<file path="config.mk">
export PLATFORM = sky130hd
export DESIGN_NAME = exc_vector_resolver
export DESIGN_NICKNAME = d
export VERILOG_FILES = /design/src/rtl/exc_res_pkg.sv /design/src/rtl/exc_cfg_regs.sv /design/src/rtl/exc_arbiter.sv /design/src/rtl/exc_vector_resolver.sv
export SDC_FILE = /design/constraint.sdc
export NUM_CORES = 1
export LEC_CHECK = 0
export BUFFER_PORTS_ARGS = -buffer_cell sky130_fd_sc_hd__buf_2
export CAP_MARGIN = 20
export CORE_MARGIN = 2
export CORE_UTILIZATION = 40
export DETAILED_ROUTE_END_ITERATION = 10
export GPL_TIMING_DRIVEN = 0
export PLACE_DENSITY = 0.57
export RECOVER_POWER = 100
export SLEW_MARGIN = 0
export SYNTH_ARGS = -nofsm -noshare
export SYNTH_HDL_FRONTEND = slang
export SYNTH_SLANG_ARGS = --single-unit
</file>
<file path="constraint.sdc">
create_clock -name clk -period 110 [get_ports clk]
set_input_delay 27.5 -clock clk [delete_from_list [all_inputs] [get_ports clk]]
set_output_delay 27.5 -clock clk [all_outputs]
set_load 0.02 [all_outputs]
</file>
<file path="src/rtl/exc_res_pkg.sv">
// Package: constants shared by the exception resolver.
// Assumes the standard fixed exception numbering, with external lines from 16 upward.
package exc_res_pkg;
    localparam int EXC_RESET     = 1;
    localparam int EXC_NMI       = 2;
    localparam int EXC_HARDFAULT = 3;
    localparam int EXC_MEMMANAGE = 4;
    localparam int EXC_BUSFAULT  = 5;
    localparam int EXC_USAGE     = 6;
    localparam int EXC_SVCALL    = 11;
    localparam int EXC_PENDSV    = 14;
    localparam int EXC_SYSTICK   = 15;
    localparam int IRQ_FIRST     = 16;
    localparam int FIXED_CNT     = 3;
    localparam int SYS_CNT       = 6;

    // True when exception number n carries a programmable priority.
    function automatic logic is_cfg(input int n, input int num_exc);
        return (n == EXC_MEMMANAGE) || (n == EXC_BUSFAULT) || (n == EXC_USAGE) ||
               (n == EXC_SVCALL) || (n == EXC_PENDSV) || (n == EXC_SYSTICK) ||
               ((n >= IRQ_FIRST) && (n < num_exc));
    endfunction
endpackage

</file>
<file path="src/rtl/exc_cfg_regs.sv">
// Configuration storage: one priority register per configurable exception and the table base.
// Assumes a single write port. Address 0 selects the base, which needs the privilege flag.
// Any other address is an exception number. Non-configurable numbers are ignored.
module exc_cfg_regs #(
    parameter int NUM_EXC = 71,
    parameter int PRIO_W  = 3,
    parameter int EXC_W   = 7,
    parameter int ADDR_W  = 32
) (
    input  logic                      clk,
    input  logic                      rst_n,
    input  logic                      we,
    input  logic                      priv,
    input  logic [EXC_W-1:0]          addr,
    input  logic [ADDR_W-1:0]         wdata,
    output logic [NUM_EXC*PRIO_W-1:0] prio_flat,
    output logic [ADDR_W-1:0]         base
);
    localparam int ALIGN_BITS = 9;
    localparam int TOP_CLR    = 2;
    localparam logic [ADDR_W-1:0] BASE_KEEP =
        {{TOP_CLR{1'b0}}, {(ADDR_W-TOP_CLR-ALIGN_BITS){1'b1}}, {ALIGN_BITS{1'b0}}};

    // Table base: privileged writes to address 0 only, masked to legal alignment and range.
    always_ff @(posedge clk) begin
        if (!rst_n)
            base <= '0;
        else if (we && priv && (addr == '0))
            base <= wdata & BASE_KEEP;
    end

    for (genvar g = 0; g < NUM_EXC; g++) begin : g_slot
        if (exc_res_pkg::is_cfg(g, NUM_EXC)) begin : g_reg
            logic [PRIO_W-1:0] level;
            // Priority register for exception number g.
            always_ff @(posedge clk) begin
                if (!rst_n)
                    level <= '0;
                else if (we && (addr == EXC_W'(g)))
                    level <= wdata[PRIO_W-1:0];
            end
            assign prio_flat[g*PRIO_W +: PRIO_W] = level;
        end else begin : g_fixed
            assign prio_flat[g*PRIO_W +: PRIO_W] = '0;
        end
    end


    unpriv_base_hold_chk: assert property (@(posedge clk) disable iff (!rst_n)
        (we && !priv) |=> $stable(base));


    noncfg_write_ignored_chk: assert property (@(posedge clk) disable iff (!rst_n)
        (we && (addr != '0) && !exc_res_pkg::is_cfg(int'(addr), NUM_EXC)) |=> $stable(prio_flat));
endmodule

</file>
<file path="src/rtl/exc_arbiter.sv">
// Combinational winner selection over all exception numbers.
// Assumes reserved numbers are never pending. Fixed exceptions take ranks 0..2.
// Configurable ones rank at 3 plus their priority. A strict compare during an ascending scan
// makes the lowest number win a tie.
module exc_arbiter #(
    parameter int NUM_EXC = 71,
    parameter int PRIO_W  = 3,
    parameter int EXC_W   = 7
) (
    input  logic [NUM_EXC-1:0]        pend,
    input  logic [NUM_EXC*PRIO_W-1:0] prio_flat,
    output logic                      found,
    output logic [EXC_W-1:0]          win
);
    localparam int KEY_W = PRIO_W + 1;

    logic [KEY_W-1:0] best_key;
    logic [KEY_W-1:0] key_v;

    // Scan every number, keeping the smallest rank seen so far.
    always_comb begin
        found    = 1'b0;
        win      = '0;
        best_key = '1;
        key_v    = '0;
        for (int i = 1; i < NUM_EXC; i++) begin
            if (i <= exc_res_pkg::FIXED_CNT)
                key_v = KEY_W'(i - 1);
            else
                key_v = KEY_W'(exc_res_pkg::FIXED_CNT) + KEY_W'(prio_flat[i*PRIO_W +: PRIO_W]);
            if (pend[i] && (!found || (key_v < best_key))) begin
                found    = 1'b1;
                best_key = key_v;
                win      = EXC_W'(i);
            end
        end
    end

    // a reported winner must actually be pending
    always_comb begin
        if (found) begin
            win_pending_chk: assert (pend[win]);
        end
    end
endmodule

</file>
<file path="src/rtl/exc_vector_resolver.sv">
// Top: maps the request pins onto exception numbers, picks a winner and registers
// its number and vector slot address. Assumes requests are synchronous to clk.
module exc_vector_resolver #(
    parameter int NUM_IRQ = 55,
    parameter int PRIO_W  = 3
) (
    input  logic                                        clk,
    input  logic                                        rst_n,
    input  logic                                        req_reset,
    input  logic                                        req_nmi,
    input  logic                                        req_hardfault,
    input  logic [exc_res_pkg::SYS_CNT-1:0]             req_sys,
    input  logic [NUM_IRQ-1:0]                          req_irq,
    input  logic                                        cfg_we,
    input  logic                                        cfg_priv,
    input  logic [$clog2(exc_res_pkg::IRQ_FIRST+NUM_IRQ)-1:0] cfg_addr,
    input  logic [31:0]                                 cfg_wdata,
    output logic                                        exc_valid,
    output logic [$clog2(exc_res_pkg::IRQ_FIRST+NUM_IRQ)-1:0] exc_num,
    output logic [31:0]                                 vec_addr
);
    import exc_res_pkg::*;

    localparam int NUM_EXC = IRQ_FIRST + NUM_IRQ;
    localparam int EXC_W   = $clog2(NUM_EXC);
    localparam int ADDR_W  = 32;

    logic [NUM_EXC-1:0]        pend;
    logic [NUM_EXC*PRIO_W-1:0] prio_flat;
    logic [ADDR_W-1:0]         base;
    logic                      found;
    logic [EXC_W-1:0]          win;

    // Place each request pin at its exception number. Reserved numbers stay low.
    always_comb begin
        pend                              = '0;
        pend[EXC_RESET]                   = req_reset;
        pend[EXC_NMI]                     = req_nmi;
        pend[EXC_HARDFAULT]               = req_hardfault;
        pend[EXC_MEMMANAGE]               = req_sys[0];
        pend[EXC_BUSFAULT]                = req_sys[1];
        pend[EXC_USAGE]                   = req_sys[2];
        pend[EXC_SVCALL]                  = req_sys[3];
        pend[EXC_PENDSV]                  = req_sys[4];
        pend[EXC_SYSTICK]                 = req_sys[5];
        pend[NUM_EXC-1:IRQ_FIRST]         = req_irq;
    end

    exc_cfg_regs #(
        .NUM_EXC(NUM_EXC), .PRIO_W(PRIO_W), .EXC_W(EXC_W), .ADDR_W(ADDR_W)
    ) u_regs (
        .clk(clk), .rst_n(rst_n), .we(cfg_we), .priv(cfg_priv), .addr(cfg_addr),
        .wdata(cfg_wdata), .prio_flat(prio_flat), .base(base)
    );

    exc_arbiter #(
        .NUM_EXC(NUM_EXC), .PRIO_W(PRIO_W), .EXC_W(EXC_W)
    ) u_arb (
        .pend(pend), .prio_flat(prio_flat), .found(found), .win(win)
    );

    // Output stage: register the winner and its slot address (base + 4 * number).
    always_ff @(posedge clk) begin
        if (!rst_n) begin
            exc_valid <= 1'b0;
            exc_num   <= '0;
            vec_addr  <= '0;
        end else begin
            exc_valid <= found;
            exc_num   <= found ? win : '0;
            vec_addr  <= base + (ADDR_W'(found ? win : '0) << 2);
        end
    end


    reset_first_chk: assert property (@(posedge clk) disable iff (!rst_n)
        req_reset |=> (exc_valid && (exc_num == EXC_W'(EXC_RESET))));


    nmi_second_chk: assert property (@(posedge clk) disable iff (!rst_n)
        (req_nmi && !req_reset) |=> (exc_valid && (exc_num == EXC_W'(EXC_NMI))));


    idle_valid_chk: assert property (@(posedge clk) disable iff (!rst_n)
        (pend == '0) |=> !exc_valid);


    reserved_never_chk: assert property (@(posedge clk) disable iff (!rst_n)
        exc_valid |-> !(exc_num inside {EXC_W'(0), EXC_W'(7), EXC_W'(8), EXC_W'(9),
                                        EXC_W'(10), EXC_W'(12), EXC_W'(13)}));


    vec_offset_chk: assert property (@(posedge clk) disable iff (!rst_n)
        exc_valid |-> (vec_addr[EXC_W+1:0] == {exc_num, 2'b00}));
endmodule

</file>
==> results of run 1 <==
## synth_stat cells (54+ instances only)
library cell  count
o21ai_0         259
nand2_1         464
nand3_1         129
inv_1           239
mux2i_1          54
clkbuf_1         87
a21boi_0        207
nor2_1          233
dfxtp_1         233
o21a_1          103
ha_1            186
nor3_1           60
a21oi_1         180
## registers in the layout (all words and copies together) (netlist names)
signal	flops
exc_valid	1
exc_num	7
u_regs.base	21
vec_addr	21
u_regs.g_slot.g_reg.level	183
## worst max-delay path: cells and delay by family
kind	cells	cell delay [ns]
fa+ha+maj	60	15.98
simple gates	116	15.74
buf+inv	33	4.42
mux	29	8.65
compound gates	206	35.47
## placed cells by master, fill, tap and decap left out, types with 115 or more instances in the layout
master,n
a21boi_0,198
buf_4,297
clkbuf_1,134
dfxtp_1,233
ha_1,123
inv_1,233
nand2_1,420
nand3_1,115
nor2_1,192
o21ai_0,218
## final timing paths
check                                     to  cells past startpoint
worst max register to register    exc_num[4]                    444
worst max-delay path              exc_num[4]                    444
worst min register to register  vec_addr[12]                      1
worst min-delay path            vec_addr[12]                      1
## kinds of logic (layout without fill, tap and decap cells)
logic type                 Yosys count  after routing
AOI/OAI and AO/OA                 1209           1209
and+or+nand+nor                   1155           1155
buffers and inverters              364            838
DFF                                233            233
adders and majority gates          192            192
muxes                              102            102
xor gates and xnor gates            61             61
other                                1             11
## area by class of cell
type	instances	area [um^2]	share of cell area, %
inverters	241	907.1	2.805
clock inverters	14	225.2	0.6964
diodes	7	17.52	0.05416
well taps	790	988.4	3.056
clock buffers	36	749.5	2.317
multi-input cells	2723	21300	65.86
flip-flops and latches	233	4664	14.42
plain buffers	121	593.1	1.834
repair buffers	426	2895	8.953
## routing by layer
| layer | vias to the layer above | share of wire, % | track usage, % |
|---|---|---|---|
| li1 | 12990 | - | - |
| met1 | 12460 | 45 | 33.28 |
| met2 | 674 | 47 | 40.06 |
| met3 | 130 | 5.3 | 2.667 |
| met4 | 10 | 2.2 | 6.002 |
| met5 | - | 0.070 | 0 |
## stage by stage
step                cell area, um^2  setup WS [ns]  std cells
floorplan                     24790        0.01612       3320
global placement              26410         -13.44       4237
detailed placement            26430         -13.23       4238
CTS                           29180        0.01361       4409
global route                  32330         -1.011       4588
finish                        32340          2.565       4591
## timing repair
action,4_1_cts,5_1_grt
setup buffers,122,176
pin swaps,78,245
resized for setup,206,365
setup endpoints to repair,7,7
cloned,0,0
==> key figures, run 1 <==
Setup path
  • Worst r2r src: u_regs.g_slot[4].g_reg.level[0]
  • Setup crit start: req_nmi
  • Critical Path Sink Type: register
  • WP data required: 110.46 ns
  • Reg2reg setup slack: 29.11 ns
  • Slowest cell on crit path: or4b_4
  • Worst Path Max Fanout: 10
  • Most used cell, CP: a21oi_2
  • CP max stage delay: 0.50 ns
  • Crit start category: input port
  • Crit path DAT: 107.89 ns
  • Crit path kind: in2reg

Clock network
  • CTS H-Tree Depth: 1
  • CTS max path bufs: 3
  • Clock slew at reported path FFs: 0.06 ns
  • # hold bufs at CTS: 0
  • CTS Buf Count: 27
  • CTS root buf: clkbuf_16
  • Clk_lat worst skew: 0.56 ns
  • TritonCTS clock tree: done
  • Clk sinks: 233

Synthesis
  • Synth Warn #: 0
  • Register area share after synthesis: 18.92%
  • Primary FF master, synth: dfxtp_1
  • Distinct cells, synth: 161
  • Largest family of logic cells by synthesized area: compound AO/OA/AOI/OAI gates
  • Simple-gate share of the synthesized area: 22.35%
  • XOR/XNOR share of the synthesized area: 2.167%
  • Yosys top cell area share: 18.92%
  • Mapped Avg Cell Area: 7.434 um^2
  • Mux cell area share after synthesis: 4.643%
  • Adder-cell share of the synthesized area: 9.682%
  • Synth area leader: dfxtp_1
  • Post-synth ARST share: 0%
  • Area contributors post-synth: dfxtp_1 (19%), ha_1 (9.4%), nand2_1 (7.1%)
  • EDFF count, synth: 0
  • Cells after synthesis: 3317
  • Post-synthesis compound-gate area fraction: 36.12%
  • Number of synthesized register bits: 233
  • Synth Cell Area: 24660 um^2

Flow run
  • Number of max-cap violations: 0

STA
  • Slew HR: 32.82%
  • Final-report setup violation count: 0
  • Setup TNS: 0 ns
  • Part of the cycle the worst path needs: 97.67%
  • Hold Worst Slack: 0.4469 ns
  • Fin. max-slew vios: 0
  • Least-Margin Pin Slew: 0.9991 ns
  • Hold violation count in the final report: 0
  • Worst Clk Skew: 0.01963 ns
  • Maximum clock frequency: 9.308 MHz
  • Tmin final: 107.43 ns

Route
  • DRT iter0 DRCs: 1631
  • DR DRC count: 0
  • Initial DRT Pass Iterations: 6
  • WL final: 84210 um
  • Drt via density: 5.721
  • WL/cell: 18.34 um
  • Final antenna-violating net count: 0
  • Via count: 26270

Finish
  • Area Overhead vs Synth: 31.16%
  • Layout cells sized above 1: 29.52%
  • Filler cells: 5904
  • Final #Nets: 4066
  • Final core utilization: 52.70%

Floorplan
  • Chip Width: 252.3 um
  • Chip Height: 252.3 um
  • # IOs: 147
  • Initial core utilization: 40.18%
  • Core box area: 61370 um^2
  • # rows: 91
  • Die area: 63650 um^2

Placed design
  • HPWL after DPL: 62360 um
  • Port Buf Inserts: 127
  • RD Place Congestion: 0.8860

GRT
  • Remaining global-route overflow: 0
  • First-pass GRT wire length: 127200 um
  • Gr usage total: 24.14%
  • Vias in the first global route: 24080
  • Initial antenna violation count: 13
  • Largest net degree at the start of global routing: 15

Min path
  • Worst hold path type: reg2reg
  • Hold_sp: u_regs.base[12]

Status
  • Outcome: complete, no violations
Power of run 1 is not shown: default switching activity piles up to over one toggle a cycle in this logic, so the estimate is an artifact.
==> run 2: changes to the inputs <==
CORE_ASPECT_RATIO = 1.2   (was unset)
GPL_ROUTABILITY_DRIVEN = 0   (was unset)
==> run 2 against run 1 <==
  * Sequential share of layout area down 0.13 points
  * Non-clock buffer count up 16
  * Design area up 0.92%
==> key figures, run 2 (synthesis gave the netlist of run 1 again) <==
Setup path
  • Reg2reg setup slack: 29.06 ns (was 29.11 ns)
  • WP data required: 110.41 ns (was 110.46 ns)
  • CP max stage delay: 0.50 ns (about the same)
  • Critical Path Sink Type: register (unchanged)
  • Crit start category: input port (unchanged)
  • Most used cell, CP: ha_4 (was a21oi_2)
  • Crit path DAT: 107.74 ns (was 107.89 ns)
  • Worst reg2reg path endpoint: exc_num[2] (was exc_num[4])
  • Crit path kind: in2reg (unchanged)
  • Reg2reg path depth: 441 (was 444)
  • Worst Path Max Fanout: 7 (was 10)
  • Worst r2r src: u_regs.g_slot[4].g_reg.level[0] (unchanged)
  • Slowest cell on crit path: or4b_4 (unchanged)

Finish
  • Area Overhead vs Synth: 32.36% (was 31.16%)
  • Filler cells: 5867 (was 5904)
  • Layout cells sized above 1: 30.28% (was 29.52%)
  • Max reg flops: 183 (unchanged)
  • Final #Nets: 4083 (was 4066)
  • Top flop regs: u_regs.g_slot.g_reg.level: 183 flops, u_regs.base: 21 flops, vec_addr: 21 flops (unchanged)
  • Multi-input logic area: 21590 um^2 (was 21300 um^2)
  • Final non-filler cell total: 4620 (was 4591)
  • Biggest register: u_regs.g_slot.g_reg.level (unchanged)
  • FF/Latch Area: 4664 um^2 (unchanged)
  • Commonest cells after routing, fill and taps aside: nand2_1 (420), buf_4 (315), dfxtp_1 (233) (was nand2_1 (420), buf_4 (297), inv_1 (233), dfxtp_1 (233), o21ai_0 (218))
  • Commonest non-fill, non-tap cell in the layout: nand2_1 (unchanged)
  • Post-route cell area: 32640 um^2 (was 32340 um^2)

Clock network
  • CTS H-Tree Depth: 1 (unchanged)
  • Clock slew at reported path FFs: 0.06 ns (about the same)
  • CTS root buf: clkbuf_16 (unchanged)
  • Clk sinks: 233 (unchanged)
  • CTS max path bufs: 3 (unchanged)
  • Clk_lat worst skew: 0.56 ns (about the same)
  • CTS Buf Count: 27 (unchanged)
  • TritonCTS clock tree: done (unchanged)

Min path
  • Hold_sp: u_regs.base[24] (was u_regs.base[12])
  • Hold EP: vec_addr[24] (was vec_addr[12])
  • Hold path cells: 1 (unchanged)
  • Worst hold path type: reg2reg (unchanged)

GRT
  • Initial antenna violation count: 6 (was 13)
  • Remaining global-route overflow: 0 (unchanged)
  • Gr usage total: 24.61% (was 24.14%)
  • First-pass GRT wire length: 129200 um (was 127200 um)
  • Vias in the first global route: 24890 (was 24080)
  • Largest net degree at the start of global routing: 15 (unchanged)

STA
  • Part of the cycle the worst path needs: 97.57% (was 97.67%)
  • Final-report setup violation count: 0 (unchanged)
  • Hold violation count in the final report: 0 (unchanged)
  • Least-Margin Pin Slew: 0.9809 ns (was 0.9991 ns)
  • Tmin final: 107.33 ns (was 107.43 ns)
  • Fin. max-slew vios: 0 (unchanged)
  • Maximum clock frequency: 9.317 MHz (was 9.308 MHz)
  • Slew HR: 32.91% (was 32.82%)
  • Worst setup margin: 2.671 ns (was 2.565 ns)
  • Worst Clk Skew: 0.01229 ns (was 0.01963 ns)
  • Hold Worst Slack: 0.4498 ns (was 0.4469 ns)

Floorplan
  • Initial core utilization: 40.46% (was 40.18%)
  • Chip Height: 276.0 um (was 252.3 um)
  • # IOs: 147 (unchanged)
  • Die area: 63650 um^2 (about the same)
  • # rows: 99 (was 91)
  • Chip Width: 230.7 um (was 252.3 um)
  • Core box area: 60940 um^2 (was 61370 um^2)

Route
  • DR DRC count: 0 (unchanged)
  • WL final: 85040 um (was 84210 um)
  • Final antenna-violating net count: 0 (unchanged)
  • Initial DRT Pass Iterations: 5 (was 6)
  • Drt via density: 5.734 (was 5.721)
  • Via count: 26490 (was 26270)
  • DRT iter0 DRCs: 1505 (was 1631)
  • WL/cell: 18.41 um (was 18.34 um)

Placed design
  • HPWL after DPL: 63020 um (was 62360 um)
  • DP Area: 26450 um^2 (was 26430 um^2)
  • Post-Place Worst Slack: -14.09 ns (was -13.23 ns)
  • Port Buf Inserts: 127 (unchanged)
  • Placed cells: 4256 (was 4238)

Status
  • Outcome: complete, no violations (unchanged)

Flow run
  • Number of max-cap violations: 0 (unchanged)
[run 2: worst max path at each step]
stage / end / depth (start not counted) / from / slack (ns)
detailed placement: exc_num[3] / 442 / req_reset / -14.09
global route: exc_num[2] / 448 / req_hardfault / -0.87
finish: exc_num[2] / 441 / req_hardfault / 2.67
global placement: exc_num[3] / 437 / req_reset / -14.30
floorplan: exc_num[2] / 438 / req_nmi / 0.02
CTS: exc_num[2] / 447 / req_reset / 0.03
[run 2: stage by stage]
stage | util, % | setup TNS (ns)
final | 53.55 | 0
after global routing | 53.55 | -5.331
after CTS | 48.20 | 0
after detailed placement | 43.40 | -96.49
after global placement | 43.37 | -97.90
after floorplan | - | 0
[run 2: what timing repair did]
action	in CTS	in global routing
pin swaps	95	251
hold buffers	0	0
resized for setup	224	395
buffers inserted	145	172
endpoints found under the setup margin	7	7
gates cloned	0	1
[run 2: layer usage]
| layer | global-route usage (%) | up-vias | routed length (um) |
|---|---|---|---|
| li1 | - | 13020 | - |
| met1 | 30.48 | 12580 | 36520 |
| met2 | 44.05 | 676 | 41630 |
| met3 | 2.554 | 201 | 3658 |
| met4 | 9.049 | 8 | 3184 |
| met5 | 0 | - | 52 |
[run 2: worst max-delay path: cells and delay by family]
kind	cells	cell delay, ns
AND/OR/NAND/NOR	116	15.71
buffers and inverters	31	3.96
AO/OA/AOI/OAI	213	38.30
adder cells (fa/ha/maj)	58	15.28
multiplexers	23	6.76
[run 2: layout make-up]
cell class | count | share of cell area, %
tap | 808 | 3.098
sequential | 233 | 14.29
multi-input combinational | 2724 | 66.15
inverter | 241 | 2.772
timing repair buffer | 444 | 9.255
clock buffer | 37 | 2.339
buffer | 119 | 1.725
clock inverter | 13 | 0.3642
antenna | 1 | 0.007668
Power of run 2 is left out for the same reason.
==> run 3: changes to the inputs <==
==> constraint.sdc (replaced) <==
create_clock -name clk -period 110 [get_ports clk]
set_input_delay 11 -clock clk [delete_from_list [all_inputs] [get_ports clk]]
set_output_delay 11 -clock clk [all_outputs]
set_load 0.02 [all_outputs]
==> run 3 against run 2 <==
  * Wire length decreased by 8.4%
  * Sequential share of layout area increased by 2.5 points
  * Design area decreased by 15%
  * Non-clock buffer count decreased by 281
  * Critical endpoint is now exc_num[4]
  * Largest cell class unchanged
==> key figures, run 3 (synthesis gave the netlist of run 1 again) <==
Route
  • WL/cell: 17.97 um (was 18.41 um)
  • DR DRC count: 0 (unchanged)
  • DRT iter0 DRCs: 1448 (was 1505)
  • Final antenna-violating net count: 0 (unchanged)
  • Drt via density: 5.699 (was 5.734)
  • Via count: 24710 (was 26490)
  • Initial DRT Pass Iterations: 5 (unchanged)
  • WL final: 77920 um (was 85040 um)

Clock network
  • CTS max path bufs: 3 (unchanged)
  • Clk_lat worst skew: 0.54 ns (was 0.56 ns)
  • TritonCTS clock tree: done (unchanged)
  • # hold bufs at CTS: 0 (unchanged)
  • Clock slew at reported path FFs: 0.06 ns (about the same)
  • CTS Buf Count: 26 (was 27)
  • Clk sinks: 233 (unchanged)
  • CTS root buf: clkbuf_16 (unchanged)
  • CTS H-Tree Depth: 1 (unchanged)

GRT
  • Remaining global-route overflow: 0 (unchanged)
  • First-pass GRT wire length: 122700 um (was 129200 um)
  • Largest net degree at the start of global routing: 14 (was 15)
  • Gr usage total: 23.47% (was 24.61%)
  • Initial antenna violation count: 5 (was 6)
  • Vias in the first global route: 23240 (was 24890)

Flow run
  • Number of max-cap violations: 0 (unchanged)

STA
  • Tmin final: 102.57 ns (was 107.33 ns)
  • Hold violation count in the final report: 0 (unchanged)
  • Fin. max-slew vios: 0 (unchanged)
  • Final-report setup violation count: 0 (unchanged)
  • Slew HR: 30.87% (was 32.91%)
  • Part of the cycle the worst path needs: 93.24% (was 97.57%)
  • Maximum clock frequency: 9.750 MHz (was 9.317 MHz)
  • Worst Clk Skew: 0.01212 ns (was 0.01229 ns)
  • Least-Margin Pin Slew: 1.029 ns (was 0.9809 ns)

Floorplan
  • Chip Height: 276.0 um (unchanged)
  • Die area: 63650 um^2 (unchanged)
  • # IOs: 147 (unchanged)
  • Core box area: 60940 um^2 (unchanged)
  • Chip Width: 230.7 um (unchanged)
  • Initial core utilization: 40.46% (unchanged)
  • # rows: 99 (unchanged)

Finish
  • Layout cells sized above 1: 15.23% (was 30.28%)
  • Commonest non-fill, non-tap cell in the layout: nand2_1 (unchanged)
  • Multi-input logic area: 18880 um^2 (was 21590 um^2)
  • Area Overhead vs Synth: 12.71% (was 32.36%)
  • Biggest register: u_regs.g_slot.g_reg.level (unchanged)
  • Final #Nets: 3800 (was 4083)
  • Top flop regs: u_regs.g_slot.g_reg.level: 183 flops, u_regs.base: 21 flops, vec_addr: 21 flops (unchanged)
  • Final non-filler cell total: 4336 (was 4620)
  • Max reg flops: 183 (unchanged)
  • FF/Latch Area: 4664 um^2 (unchanged)
  • Commonest cells after routing, fill and taps aside: nand2_1 (461), o21ai_0 (252), inv_1 (239) (was nand2_1 (420), buf_4 (315), dfxtp_1 (233))
  • Filler cells: 6420 (was 5867)

Status
  • Outcome: complete, no violations (unchanged)

Setup path
  • Slowest cell on crit path: nor3_1 (was or4b_4)
  • WP data required: 110.43 ns (was 110.41 ns)
  • CP max stage delay: 0.59 ns (was 0.50 ns)
  • Critical path's top delay family: compound AO/OA/AOI/OAI gates (unchanged)
  • Crit path kind: in2reg (unchanged)
  • Worst Path Max Fanout: 10 (was 7)
  • Critical Path Sink Type: register (unchanged)
  • Crit path buffers/inverters: 20 (was 31)
  • Crit start category: input port (unchanged)
  • Crit path DAT: 102.99 ns (was 107.74 ns)
  • Most used cell, CP: ha_1 (was ha_4)

Placed design
  • Placed cells: 4256 (unchanged)
  • HPWL after DPL: 62620 um (was 63020 um)
  • Port Buf Inserts: 127 (unchanged)

Min path
  • Worst hold path type: reg2reg (unchanged)
[run 3: changes by cell type in the layout (fill, tap and decap cells not counted), moves of 19 or more]
cell | before | now
a21oi_1 | 98 | 170
a21oi_2 | 71 | 16
buf_4 | 315 | 47
ha_1 | 121 | 186
ha_4 | 54 | 0
mux2_2 | 11 | 30
mux2_4 | 28 | 9
nand2_1 | 420 | 461
nand2_2 | 35 | 6
nor2_1 | 191 | 231
nor2_2 | 27 | 6
nor2_4 | 19 | 0
o21ai_0 | 214 | 252
[run 3: routing by layer]
layer / vias to the layer above / GRT usage (%) / wire length (um)
li1: 12430 / - / -
met1: 11530 / 29.94 / 34510
met2: 606 / 41.66 / 37400
met3: 136 / 2.842 / 3984
met4: 4 / 6.401 / 1997
met5: - / 0 / 21
[run 3: final cells by class]
cell class,instances,area share (%)
diodes,1,0.009005
plain buffers,123,2.157
clock buffers,40,2.854
clock inverters,8,0.3917
inverters,241,3.255
multi-input cells,2723,67.94
flip-flops and latches,233,16.78
well taps,808,3.638
repair buffers,159,2.972
[run 3: worst paths after layout]
check	start	endpoint	slack, ns	cells after the start
setup / recovery	req_nmi	exc_num[4]	7.43	444
hold reg to reg	u_regs.base[24]	vec_addr[24]	0.45	1
hold / removal	u_regs.base[24]	vec_addr[24]	0.45	1
setup reg to reg	u_regs.g_slot[4].g_reg.level[0]	exc_num[4]	17.57	444
[run 3: metrics by stage]
stage	cell area, um^2	hold slack (ns)	setup TNS [ns]	utilization (%)	setup WS, ns
2_1_floorplan	24670	0.4296	0	-	14.01
3_3_place_gp	26320	0.4328	-6.369	43.18	-1.066
4_1_cts	27250	0.4525	0	44.72	0.01174
5_1_grt	27790	0.4707	-1.038	45.60	-0.1735
3_5_place_dp	26330	0.4410	-6.094	43.21	-1.034
6_report	27790	0.4530	0	45.60	7.433
[run 3: timing repair]
action / in CTS / in global routing
pin swaps: 0 / 17
buffers inserted: 0 / 31
resized for setup: 4 / 83
endpoints found under the setup margin: 7 / 7
Power of run 3 is left out for the same reason.
